File: src/rtl/jru_pkg.sv
package jru_pkg;

    typedef enum logic [3:0] {
        JC_ALWAYS = 4'h0,
        JC_EQ     = 4'h1,
        JC_UGT    = 4'h2,
        JC_UGE    = 4'h3,
        JC_TEST   = 4'h4,
        JC_NE     = 4'h5,
        JC_SGT    = 4'h6,
        JC_SGE    = 4'h7,
        JC_CALL   = 4'h8,
        JC_RET    = 4'h9,
        JC_ULT    = 4'ha,
        JC_ULE    = 4'hb,
        JC_SLT    = 4'hc,
        JC_SLE    = 4'hd
    } jcode_e;

    localparam logic [3:0] JC_LAST = 4'hd;

    // Relation results from the shared comparator
    typedef struct packed {
        logic eq;
        logic ult;
        logic slt;
        logic any;
    } rel_t;

    // Decoded instruction classification
    typedef struct packed {
        logic legal;
        logic branch;
        logic call;
        logic ret;
    } kind_t;

    // Select the condition outcome from the relation bundle
    function automatic logic cond_met(input logic [3:0] code, input rel_t r);
        logic hit;
        case (jcode_e'(code))
            JC_ALWAYS: hit = 1'b1;
            JC_EQ:     hit = r.eq;
            JC_NE:     hit = !r.eq;
            JC_UGT:    hit = !r.ult && !r.eq;
            JC_UGE:    hit = !r.ult;
            JC_ULT:    hit = r.ult;
            JC_ULE:    hit = r.ult || r.eq;
            JC_SGT:    hit = !r.slt && !r.eq;
            JC_SGE:    hit = !r.slt;
            JC_SLT:    hit = r.slt;
            JC_SLE:    hit = r.slt || r.eq;
            JC_TEST:   hit = r.any;
            default:   hit = 1'b0;
        endcase
        return hit;
    endfunction

endpackage

File: src/rtl/jru_decode.sv
module jru_decode
    import jru_pkg::*;
(
    input  logic [3:0] code,
    input  logic       narrow,
    output kind_t      kind
);

    logic in_range;
    logic wide_only;

    always_comb begin
        in_range  = (code <= JC_LAST);
        wide_only = (code == JC_ALWAYS) || (code == JC_RET);
        kind.legal  = in_range && !(narrow && wide_only);
        kind.call   = kind.legal && (code == JC_CALL);
        kind.ret    = kind.legal && (code == JC_RET);
        kind.branch = kind.legal && !kind.call && !kind.ret;
    end

endmodule

File: src/rtl/jru_compare.sv
module jru_compare
    import jru_pkg::*;
#(
    parameter int XLEN  = 64,
    parameter int IMM_W = 32
) (
    input  logic [XLEN-1:0]  opa,
    input  logic [XLEN-1:0]  opb,
    input  logic [IMM_W-1:0] imm,
    input  logic             use_reg,
    input  logic             narrow,
    output rel_t             rel
);

    localparam int HALF = XLEN / 2;

    logic [XLEN-1:0] imm_x;
    logic [XLEN-1:0] src;
    logic [XLEN-1:0] a_u, b_u, a_s, b_s;

    generate
        if (IMM_W < XLEN) begin : g_imm_ext
            assign imm_x = {{(XLEN-IMM_W){imm[IMM_W-1]}}, imm};
        end else begin : g_imm_trunc
            assign imm_x = imm[XLEN-1:0];
        end
    endgenerate

    assign src = use_reg ? opb : imm_x;

    // Zero-extended view for unsigned/equality/test, sign-extended for signed
    always_comb begin
        if (narrow) begin
            a_u = {{HALF{1'b0}}, opa[HALF-1:0]};
            b_u = {{HALF{1'b0}}, src[HALF-1:0]};
            a_s = {{HALF{opa[HALF-1]}}, opa[HALF-1:0]};
            b_s = {{HALF{src[HALF-1]}}, src[HALF-1:0]};
        end else begin
            a_u = opa;
            b_u = src;
            a_s = opa;
            b_s = src;
        end
        rel.eq  = (a_u == b_u);
        rel.ult = (a_u < b_u);
        rel.slt = ($signed(a_s) < $signed(b_s));
        rel.any = |(a_u & b_u);
    end

endmodule

File: src/rtl/jru_target.sv
module jru_target #(
    parameter int PC_W  = 32,
    parameter int OFF_W = 16
) (
    input  logic [PC_W-1:0]  pc,
    input  logic [OFF_W-1:0] offset,
    output logic [PC_W-1:0]  seq_pc,
    output logic [PC_W-1:0]  jump_pc
);

    logic [PC_W-1:0] disp;

    generate
        if (OFF_W < PC_W) begin : g_off_ext
            assign disp = {{(PC_W-OFF_W){offset[OFF_W-1]}}, offset};
        end else begin : g_off_trunc
            assign disp = offset[PC_W-1:0];
        end
    endgenerate

    assign seq_pc  = pc + PC_W'(1);
    assign jump_pc = seq_pc + disp;

endmodule

File: src/rtl/jump_resolve_unit.sv
module jump_resolve_unit
    import jru_pkg::*;
#(
    parameter int XLEN  = 64,
    parameter int IMM_W = 32,
    parameter int OFF_W = 16,
    parameter int PC_W  = 32
) (
    input  logic             clk,
    input  logic             rst,
    input  logic [3:0]       jcode,
    input  logic             use_reg,
    input  logic             narrow,
    input  logic [XLEN-1:0]  opa,
    input  logic [XLEN-1:0]  opb,
    input  logic [IMM_W-1:0] imm,
    input  logic [OFF_W-1:0] offset,
    input  logic [PC_W-1:0]  pc,
    output logic             taken,
    output logic [PC_W-1:0]  next_pc,
    output logic             is_call,
    output logic             is_exit,
    output logic             illegal
);

    kind_t           kind;
    rel_t            rel;
    logic [PC_W-1:0] seq_pc, jump_pc;
    logic            take_d;

    jru_decode u_decode (
        .code   (jcode),
        .narrow (narrow),
        .kind   (kind)
    );

    jru_compare #(.XLEN(XLEN), .IMM_W(IMM_W)) u_compare (
        .opa     (opa),
        .opb     (opb),
        .imm     (imm),
        .use_reg (use_reg),
        .narrow  (narrow),
        .rel     (rel)
    );

    jru_target #(.PC_W(PC_W), .OFF_W(OFF_W)) u_target (
        .pc      (pc),
        .offset  (offset),
        .seq_pc  (seq_pc),
        .jump_pc (jump_pc)
    );

    assign take_d = kind.branch && cond_met(jcode, rel);

    always_ff @(posedge clk) begin
        if (rst) begin
            taken   <= 1'b0;
            next_pc <= '0;
            is_call <= 1'b0;
            is_exit <= 1'b0;
            illegal <= 1'b0;
        end else begin
            taken   <= take_d;
            next_pc <= take_d ? jump_pc : seq_pc;
            is_call <= kind.call;
            is_exit <= kind.ret;
            illegal <= !kind.legal;
        end
    end

    // Assertion support: high once outputs reflect post-reset inputs
    logic            primed_q;
    logic [PC_W-1:0] chk_disp;

    always_ff @(posedge clk) begin
        if (rst) primed_q <= 1'b0;
        else     primed_q <= 1'b1;
    end

    assign chk_disp = PC_W'($signed(offset));

    p_one_outcome_r12: assert property (@(posedge clk) disable iff (rst)
        $onehot0({taken, is_call, is_exit, illegal}));

    p_illegal_quiet_r10: assert property (@(posedge clk) disable iff (rst)
        illegal |-> (!taken && next_pc == $past(pc) + PC_W'(1)));

    p_fallthru_r9: assert property (@(posedge clk) disable iff (rst)
        (primed_q && !taken) |-> next_pc == $past(pc) + PC_W'(1));

    p_target_r8: assert property (@(posedge clk) disable iff (rst)
        (primed_q && taken) |-> next_pc == $past(pc) + PC_W'(1) + $past(chk_disp));

    p_always_wide_r10: assert property (@(posedge clk) disable iff (rst)
        (primed_q && $past(jcode) == 4'h0 && !$past(narrow)) |-> taken);

    p_call_flag_r11: assert property (@(posedge clk) disable iff (rst)
        (primed_q && $past(jcode) == 4'h8) |-> (is_call && !taken));

    p_reset_clear_r1: assert property (@(posedge clk)
        $past(rst) |-> (!taken && next_pc == '0 && !is_call && !is_exit && !illegal));

endmodule

File: config.mk
export PLATFORM = sky130hd
export DESIGN_NAME = jump_resolve_unit
export DESIGN_NICKNAME = d
export VERILOG_FILES = /design/src/rtl/jru_pkg.sv /design/src/rtl/jru_decode.sv /design/src/rtl/jru_compare.sv /design/src/rtl/jru_target.sv /design/src/rtl/jump_resolve_unit.sv
export SDC_FILE = /design/constraint.sdc
export NUM_CORES = 1
export LEC_CHECK = 0
export BUFFER_PORTS_ARGS = -buffer_cell sky130_fd_sc_hd__clkbuf_2
export CORE_ASPECT_RATIO = 2
export CORE_MARGIN = 1.5
export CORE_UTILIZATION = 49
export DETAILED_ROUTE_END_ITERATION = 10
export PLACE_DENSITY = 0.8
export SLEW_MARGIN = 5
export SYNTH_ARGS = -nofsm -noshare
export SYNTH_HDL_FRONTEND = slang
export SYNTH_SLANG_ARGS = --single-unit
File: constraint.sdc
create_clock -name clk -period 4.17 [get_ports clk]
set_input_delay 0.417 -clock clk [delete_from_list [all_inputs] [get_ports clk]]
set_output_delay 0.417 -clock clk [all_outputs]
set_load 0.02 [all_outputs]
==> results of run 1 <==
-- logic make-up after synthesis --
group | share of synthesized area (%)
AO/OA/AOI/OAI | 21.6
AND/OR/NAND/NOR | 23.8
XOR/XNOR | 6.45
adder cells (fa/ha/maj) | 29.2
flip-flops | 8.70
multiplexers | 4.00
buffers and inverters | 6.24
-- path summary, 6_finish.rpt --
path / end / cells after the start / from / slack (ns)
worst max-delay path: next_pc[31]$_SDFF_PP0_ / 20 / pc[0] / 0.27
worst min-delay path: next_pc[31]$_SDFF_PP0_ / 4 / pc[31] / 0.49
-- metrics by stage --
stage / utilization (%) / worst slack [ns] / cells
5_1_grt: 63.9 / 0.0159 / 1621
4_1_cts: 63.8 / 0.243 / 1621
3_3_place_gp: 62.9 / 0.0623 / 1613
2_1_floorplan: - / 0.0844 / 1098
6_report: 63.9 / 0.273 / 1621
3_5_place_dp: 62.9 / -0.0243 / 1613
-- layout make-up --
cell class / instances / area (µm²) / share of cell area [%]
Multi-Input combinational cell: 934 / 7070 / 66.3
Timing Repair Buffer: 355 / 2160 / 20.3
Sequential cell: 36 / 721 / 6.76
Inverter: 81 / 304 / 2.85
Tap cell: 207 / 259 / 2.43
Clock buffer: 8 / 146 / 1.37
-- worst max-delay path, delay by kind of cell --
kind	cells	cell delay, ns
AO/OA/AOI/OAI	6	1.45
XOR/XNOR	2	0.35
AND/OR/NAND/NOR	6	0.82
buffers and inverters	3	0.41
adder cells (fa/ha/maj)	2	0.43
multiplexers	1	0.21
-- registers in the layout (all words and copies together), names as in the netlist --
register,cells
taken,1
next_pc,32
illegal,1
is_exit,1
is_call,1
-- metal layers --
layer / up-vias / share of wire (%) / global-route usage, %
met4: 0 / 6.2 / 19.2
met1: 4226 / 35 / 30.5
met2: 350 / 54 / 58.9
met3: 105 / 4.6 / 4.63
met5: - / 0 / 0
li1: 4582 / - / -
-- cell usage after synthesis, types with 5 or more instances --
cell type                   number
sky130_fd_sc_hd__o21ai_1         8
sky130_fd_sc_hd__xor2_1         14
sky130_fd_sc_hd__a21o_1         34
sky130_fd_sc_hd__nor4_1         21
sky130_fd_sc_hd__and3_1         10
sky130_fd_sc_hd__nor3_2         10
sky130_fd_sc_hd__nor2_1         63
sky130_fd_sc_hd__a2bb2oi_1       5
sky130_fd_sc_hd__nand4_1        33
sky130_fd_sc_hd__a211oi_1        9
sky130_fd_sc_hd__nor3_1         51
sky130_fd_sc_hd__o21ai_0        26
sky130_fd_sc_hd__a31oi_1         5
sky130_fd_sc_hd__nand3_1        29
sky130_fd_sc_hd__a21oi_2        12
sky130_fd_sc_hd__buf_2           5
sky130_fd_sc_hd__xnor2_1        47
sky130_fd_sc_hd__a21oi_1       114
sky130_fd_sc_hd__o211ai_1        7
sky130_fd_sc_hd__nand2_1        77
sky130_fd_sc_hd__ha_1          192
sky130_fd_sc_hd__clkbuf_1       35
sky130_fd_sc_hd__dfxtp_1        36
sky130_fd_sc_hd__a221o_1         5
sky130_fd_sc_hd__inv_1          81
sky130_fd_sc_hd__nor2b_1        34
sky130_fd_sc_hd__nand2b_1       25
sky130_fd_sc_hd__o21bai_1       10
sky130_fd_sc_hd__o21a_1          8
sky130_fd_sc_hd__mux2i_1        32
sky130_fd_sc_hd__and2_1          8
-- placed cells by master, fill, tap and decap left out, drive strengths merged, types with 5 or more instances in the layout --
master / netlist / final
clkbuf: 35 / 258
ha: 192 / 192
a21oi: 126 / 126
buf: 12 / 105
inv: 81 / 81
nand2: 77 / 77
nor2: 63 / 63
nor3: 61 / 61
xnor2: 47 / 47
dfxtp: 36 / 36
o21ai: 36 / 36
nor2b: 34 / 34
a21o: 34 / 34
nand4: 34 / 34
mux2i: 32 / 32
nand3: 29 / 29
nand2b: 25 / 25
nor4: 21 / 21
xor2: 14 / 14
and3: 10 / 10
o21bai: 10 / 10
a211oi: 9 / 9
and2: 8 / 8
o21a: 8 / 8
o211ai: 7 / 7
a31oi: 7 / 7
a2bb2oi: 5 / 5
a221o: 5 / 5
-- where the power goes --
group / total (W) / switching, W / leakage (nW) / internal (W)
combinational: 0.00142 / 0.000791 / 5.25 / 0.000628
sequential: 0.000414 / 0.0000172 / 0.300 / 0.000397
clock: 0.000398 / 0.000159 / 0.0712 / 0.000239
==> results_tabular.tex, run 1 <==
\begin{tabular}{lr}
\hline
Metric & Value \\
\hline
\multicolumn{2}{l}{\textbf{Placed design}} \\
\quad Placed Area & 10500 µm² \\
\quad Dpl hpwl & 23.5 mm \\
\quad Global placement routability congestion & 0.948 \\
\quad Input/output buffers & 251 \\
\multicolumn{2}{l}{\textbf{Setup path}} \\
\quad Largest fanout of any net on the critical path & 4 \\
\quad Critical-path cell with the highest stage delay & sky130\_fd\_sc\_hd\_\_a221o\_1 \\
\quad Max stage delay on crit path & 0.39 ns \\
\quad Required time worst endpoint & 4.38 ns \\
\quad Cells traversed along the worst timing path & clkbuf\_2, ha\_1, nand3\_1, nor2\_1, buf\_4, and4\_1, nand3\_1, xnor2\_1, ha\_1, and2\_1, a221o\_1, a221o\_1, a31oi\_1, buf\_4, nor4\_1, o211ai\_1, a31oi\_1, xnor2\_1, a21oi\_1, mux2i\_1 \\
\quad Critical path launch point type & input pin \\
\quad Crit path capture type & flop \\
\quad Worst EP arrival & 4.11 ns \\
\quad Type of the worst setup path & input pin to flop \\
\multicolumn{2}{l}{\textbf{Logic synthesis}} \\
\quad Syn Std Cell Area & 8280 µm² \\
\quad Cell types occupying the most area after synthesis & sky130\_fd\_sc\_hd\_\_ha\_1, sky130\_fd\_sc\_hd\_\_dfxtp\_1, sky130\_fd\_sc\_hd\_\_a21oi\_1 \\
\quad Flops \& latches, synth & 36 \\
\quad Area share of the leading cell type in the synthesized netlist & 29.0\% \\
\quad Cells after synthesis & 1098 \\
\quad Synthesis Warnings & 0 \\
\quad Number of distinct library cells after synthesis & 63 \\
\quad Syn avg cell area & 7.54 µm² \\
\quad Synthesized net count & 1507 \\
\quad Proportion of register bits with asynchronous set or reset after synthesis & 0\% \\
\quad Register area share after synthesis & 8.70\% \\
\quad Top\_reg\_cell synth & sky130\_fd\_sc\_hd\_\_dfxtp\_1 \\
\quad Cell accounting for the most synthesized area & sky130\_fd\_sc\_hd\_\_ha\_1 \\
\quad Number of enable flip-flop cells after synthesis & 0 \\
\multicolumn{2}{l}{\textbf{Timing}} \\
\quad Unrepaired setup endpoints after global routing & true \\
\quad Worst relative slew slack & 37.3\% \\
\quad Worst slack on hold paths & 0.487 ns \\
\quad Final setup TNS & 0 ns \\
\quad Fin. max-slew vios & 0 \\
\quad Count of endpoints failing setup in the final report & 0 \\
\quad Total count of hold-check failures in the final report & 0 \\
\quad Clock period minus worst slack & 3.90 ns \\
\quad Fmax & 0.257 GHz \\
\quad Pin slew with the least headroom to its limit & 0.941 ns \\
\quad Final period util & 93.5\% \\
\multicolumn{2}{l}{\textbf{Drt}} \\
\quad Pre-antenna DRT Iters & 5 \\
\quad DRT iter0 DRCs & 321 \\
\quad Remaining antenna violation count & 0 \\
\quad Total wire length after detailed routing & 27.6 mm \\
\quad Via count of the routed design & 9263 \\
\quad WL/cell & 17.0 µm \\
\quad Average vias per placed instance & 5.71 \\
\quad \# DRC & 0 \\
\multicolumn{2}{l}{\textbf{Clock network}} \\
\quad Root buffer selected by CTS & sky130\_fd\_sc\_hd\_\_clkbuf\_16 \\
\quad Clock tree from TritonCTS & built \\
\quad Number of buffers added by the clock tree synthesis step & 5 \\
\quad Post-CTS setup buffers & 0 \\
\quad Number of resized instances in the post-cts repair step & 0 \\
\quad Maximum level of the CTS H-tree & 2 \\
\quad CTS clk-pin slew, worst paths & 0.05 ns \\
\quad Clock sink count & 36 \\
\quad Max clock buf depth & 2 \\
\quad Post-cts hold buffer count & 0 \\
\multicolumn{2}{l}{\textbf{Status}} \\
\quad Status & finished clean \\
\multicolumn{2}{l}{\textbf{Floorplan}} \\
\quad Area of the core & 16700 µm² \\
\quad Die Span X & 94.9 µm \\
\quad Die Outline Area & 17700 µm² \\
\quad Die Span Y & 187 µm \\
\quad Initial core utilization & 49.6\% \\
\quad Placement row count & 67 \\
\quad Number of top-level pins & 252 \\
\multicolumn{2}{l}{\textbf{GRT}} \\
\quad Global-route usage over all layers & 31.3\% \\
\quad Wire length of the first global-routing pass & 44.2 mm \\
\quad Antenna violations before repair & 0 \\
\quad GRT overflow & 0 \\
\quad Largest net degree at the start of global routing & 48 \\
\quad Via count of the first global-routing pass & 9558 \\
\multicolumn{2}{l}{\textbf{Flow run}} \\
\quad Max-cap viol count & 0 \\
\multicolumn{2}{l}{\textbf{Finish}} \\
\quad Fraction of layout cells with a size suffix above 1 & 28.6\% \\
\quad Synth-to-layout area growth & 28.7\% \\
\quad Post-layout nets & 1822 \\
\quad Final non-filler cell area & 10700 µm² \\
\quad Final-layout fill cell count & 1472 \\
\quad Ant. Diodes & 0 \\
\multicolumn{2}{l}{\textbf{Min path}} \\
\quad Classification of the worst-slack hold path & input pin to flop \\
\multicolumn{2}{l}{\textbf{Pwr}} \\
\quad Cell Pwr Density & 209 nW/µm² \\
\quad Leak Pwr & 5.62 nW \\
\quad Overall power consumption & 0.00223 W \\
\quad Peak ir drop on the vdd network & 0.252 mV \\
\hline
\end{tabular}
Note: power is estimated with default switching activity, not from simulation.
==> inputs of run 2 (changes only) <==
clock period = 3.31 ns   (was 4.17 ns; I/O delays follow)
==> results_tabular.tex, run 2 (same netlist as run 1, synthesis figures left out) <==
\begin{tabular}{lr}
\hline
Metric & Value \\
\hline
\multicolumn{2}{l}{\textbf{Pwr}} \\
\quad Overall power consumption & 0.00371 W (was 0.00223 W) \\
\quad Peak ir drop on the vdd network & 0.384 mV (was 0.252 mV) \\
\quad Cell Pwr Density & 275 nW/µm² (was 209 nW/µm²) \\
\quad Leak Pwr & 6.96 nW (was 5.62 nW) \\
\multicolumn{2}{l}{\textbf{Clock network}} \\
\quad Clock sink count & 36 (unchanged) \\
\quad Clock tree from TritonCTS & built (unchanged) \\
\quad Root buffer selected by CTS & sky130\_fd\_sc\_hd\_\_clkbuf\_16 (unchanged) \\
\quad Maximum level of the CTS H-tree & 2 (unchanged) \\
\quad Max clock buf depth & 2 (unchanged) \\
\quad CTS clk-pin slew, worst paths & 0.06 ns (was 0.05 ns) \\
\quad Number of buffers added by the clock tree synthesis step & 5 (unchanged) \\
\multicolumn{2}{l}{\textbf{Flow run}} \\
\quad Max-cap viol count & 0 (unchanged) \\
\multicolumn{2}{l}{\textbf{Timing}} \\
\quad Fin. max-slew vios & 0 (unchanged) \\
\quad Unrepaired setup endpoints after global routing & true (unchanged) \\
\quad Worst slack on hold paths & 0.391 ns (was 0.487 ns) \\
\quad Final period util & 116\% \\
\quad Count of endpoints failing setup in the final report & 33 (was 0) \\
\quad Total count of hold-check failures in the final report & 0 (unchanged) \\
\quad Fin worst setup slack & -0.521 ns (was 0.273 ns) \\
\quad Pin slew with the least headroom to its limit & 1.06 ns (was 0.941 ns) \\
\quad Clock period minus worst slack & 3.83 ns \\
\quad Fmax & 0.261 GHz \\
\quad Final setup TNS & -13.21 ns (was 0 ns) \\
\quad Worst relative slew slack & 29.5\% (was 37.3\%) \\
\multicolumn{2}{l}{\textbf{Status}} \\
\quad Violations in the final reports & negative setup slack \\
\quad Status & complete, but fails checks (was finished clean) \\
\multicolumn{2}{l}{\textbf{Placed design}} \\
\quad Input/output buffers & 251 (unchanged) \\
\quad Dpl hpwl & 26.3 mm (was 23.5 mm) \\
\quad Global placement routability congestion & 0.977 (was 0.948) \\
\multicolumn{2}{l}{\textbf{Floorplan}} \\
\quad Die Span X & 94.9 µm (unchanged) \\
\quad Die Outline Area & 17700 µm² (unchanged) \\
\quad Initial core utilization & 49.6\% (unchanged) \\
\quad Placement row count & 67 (unchanged) \\
\quad Number of top-level pins & 252 (unchanged) \\
\quad Area of the core & 16700 µm² (unchanged) \\
\quad Die Span Y & 187 µm (unchanged) \\
\multicolumn{2}{l}{\textbf{GRT}} \\
\quad Antenna violations before repair & 0 (unchanged) \\
\quad GRT overflow & 0 (unchanged) \\
\quad Via count of the first global-routing pass & 11400 (was 9558) \\
\quad Global-route usage over all layers & 38.0\% (was 31.3\%) \\
\quad Wire length of the first global-routing pass & 52.9 mm (was 44.2 mm) \\
\quad Largest net degree at the start of global routing & 37 (was 48) \\
\multicolumn{2}{l}{\textbf{Finish}} \\
\quad Ant. Diodes & 0 (unchanged) \\
\quad Post-route core utilization & 81.0\% (was 63.9\%) \\
\quad Post-layout nets & 2028 (was 1822) \\
\quad Number of flip-flops under the largest register name & 32 (unchanged) \\
\quad Register with the highest flop count & next\_pc (unchanged) \\
\quad Fraction of layout cells with a size suffix above 1 & 45.9\% (was 28.6\%) \\
\quad Most frequent standard cell in the layout excluding fill and tap cells & sky130\_fd\_sc\_hd\_\_buf\_4 (was sky130\_fd\_sc\_hd\_\_clkbuf\_2) \\
\quad Commonest cells after routing, fill and taps aside & sky130\_fd\_sc\_hd\_\_buf\_4, sky130\_fd\_sc\_hd\_\_clkbuf\_2, sky130\_fd\_sc\_hd\_\_ha\_1 (was sky130\_fd\_sc\_hd\_\_clkbuf\_2, sky130\_fd\_sc\_hd\_\_ha\_1, sky130\_fd\_sc\_hd\_\_a21oi\_1) \\
\quad Synth-to-layout area growth & 63.2\% (was 28.7\%) \\
\multicolumn{2}{l}{\textbf{Setup path}} \\
\quad Worst EP arrival & 4.02 ns (was 4.11 ns) \\
\quad Required time worst endpoint & 3.50 ns (was 4.38 ns) \\
\quad Largest fanout of any net on the critical path & 7 (was 4) \\
\quad Crit path capture type & flop (unchanged) \\
\quad Type of the worst setup path & input pin to flop (unchanged) \\
\quad Critical path launch point type & input pin (unchanged) \\
\multicolumn{2}{l}{\textbf{Drt}} \\
\quad Remaining antenna violation count & 0 (unchanged) \\
\quad \# DRC & 0 (unchanged) \\
\quad Pre-antenna DRT Iters & 5 (unchanged) \\
\quad Average vias per placed instance & 6.14 (was 5.71) \\
\quad Via count of the routed design & 11200 (was 9263) \\
\quad WL/cell & 21.2 µm (was 17.0 µm) \\
\quad DRT iter0 DRCs & 637 (was 321) \\
\quad Total wire length after detailed routing & 38.8 mm (was 27.6 mm) \\
\multicolumn{2}{l}{\textbf{Min path}} \\
\quad Cells on Worst Hold Path & 3 (was 4) \\
\quad Classification of the worst-slack hold path & input pin to flop (unchanged) \\
\hline
\end{tabular}
-- run 2: changes by cell type in the layout (fill, tap and decap cells not counted), sizes merged --
cell,previous run,this run
bufbuf,0,1
clkbuf,258,255
buf,105,312
bufinv,0,1
-- run 2: final cells by class --
cell class / count / area [µm²]
Timing Repair Buffer: 561 / 4040
Tap cell: 207 / 259
Clock inverter: 1 / 30.0
Clock buffer: 7 / 153
Multi-Input combinational cell: 934 / 8010
Inverter: 81 / 304
Fill cell: 1017 / 3170
Sequential cell: 36 / 721
-- run 2: power breakdown --
group / total, W / internal [W] / leakage, nW / switching (W)
registers: 0.000527 / 0.000500 / 0.300 / 0.0000277
logic: 0.00258 / 0.00120 / 6.57 / 0.00137
clock network: 0.000606 / 0.000397 / 0.0901 / 0.000208
-- run 2: per-stage QoR --
| step | instance area, µm² | setup slack (ns) | instances |
|---|---|---|---|
| 6_report | 13500 | -0.521 | 1827 |
| 5_1_grt | 13500 | -0.701 | 1827 |
| 4_1_cts | 12800 | -0.224 | 1807 |
| 3_5_place_dp | 11800 | -0.753 | 1775 |
| 3_3_place_gp | 11800 | -0.665 | 1775 |
| 2_1_floorplan | 8440 | -0.317 | 1098 |
-- run 2: layer usage --
metal,track usage [%],part of all wire (%),vias up
met4,30.9,10,0
met2,71.3,51,705
li1,-,-,4983
met3,6.50,7.4,310
met5,0,0,-
met1,33.5,31,5212
-- run 2: repair_timing --
| action | in CTS | in global routing |
|---|---|---|
| endpoints found under the setup margin | 33 | 33 |
| hold buffers | 0 | 0 |
| gates cloned | 4 | 4 |
| setup buffers | 21 | 17 |
| resized for setup | 91 | 104 |
| pin swaps | 41 | 55 |
-- run 2: path summary, 6_finish.rpt --
kind,to,start,slack (ns)
worst max-delay path,next_pc[4]$_SDFF_PP0_,use_reg,-0.52
worst min-delay path,next_pc[0]$_SDFF_PP0_,pc[0],0.39
-- run 2: critical path, stage by stage --
cell and delay (ns):
sky130_fd_sc_hd__buf_8 0.11, sky130_fd_sc_hd__nand2b_4 0.16, sky130_fd_sc_hd__and2_4 0.15, sky130_fd_sc_hd__inv_2 0.05
sky130_fd_sc_hd__and2_4 0.19, sky130_fd_sc_hd__buf_8 0.12, sky130_fd_sc_hd__nor2_1 0.05, sky130_fd_sc_hd__ha_1 0.30
sky130_fd_sc_hd__nand4_1 0.35, sky130_fd_sc_hd__nor4_2 0.47, sky130_fd_sc_hd__nand2_1 0.11, sky130_fd_sc_hd__a21oi_2 0.17
sky130_fd_sc_hd__o21ai_4 0.09, sky130_fd_sc_hd__a2111oi_4 0.35, sky130_fd_sc_hd__a31oi_4 0.07, sky130_fd_sc_hd__buf_6 0.14
sky130_fd_sc_hd__a31oi_4 0.14, sky130_fd_sc_hd__buf_12 0.16, sky130_fd_sc_hd__buf_6 0.20, sky130_fd_sc_hd__nor3_1 0.09
sky130_fd_sc_hd__nor3_1 0.20
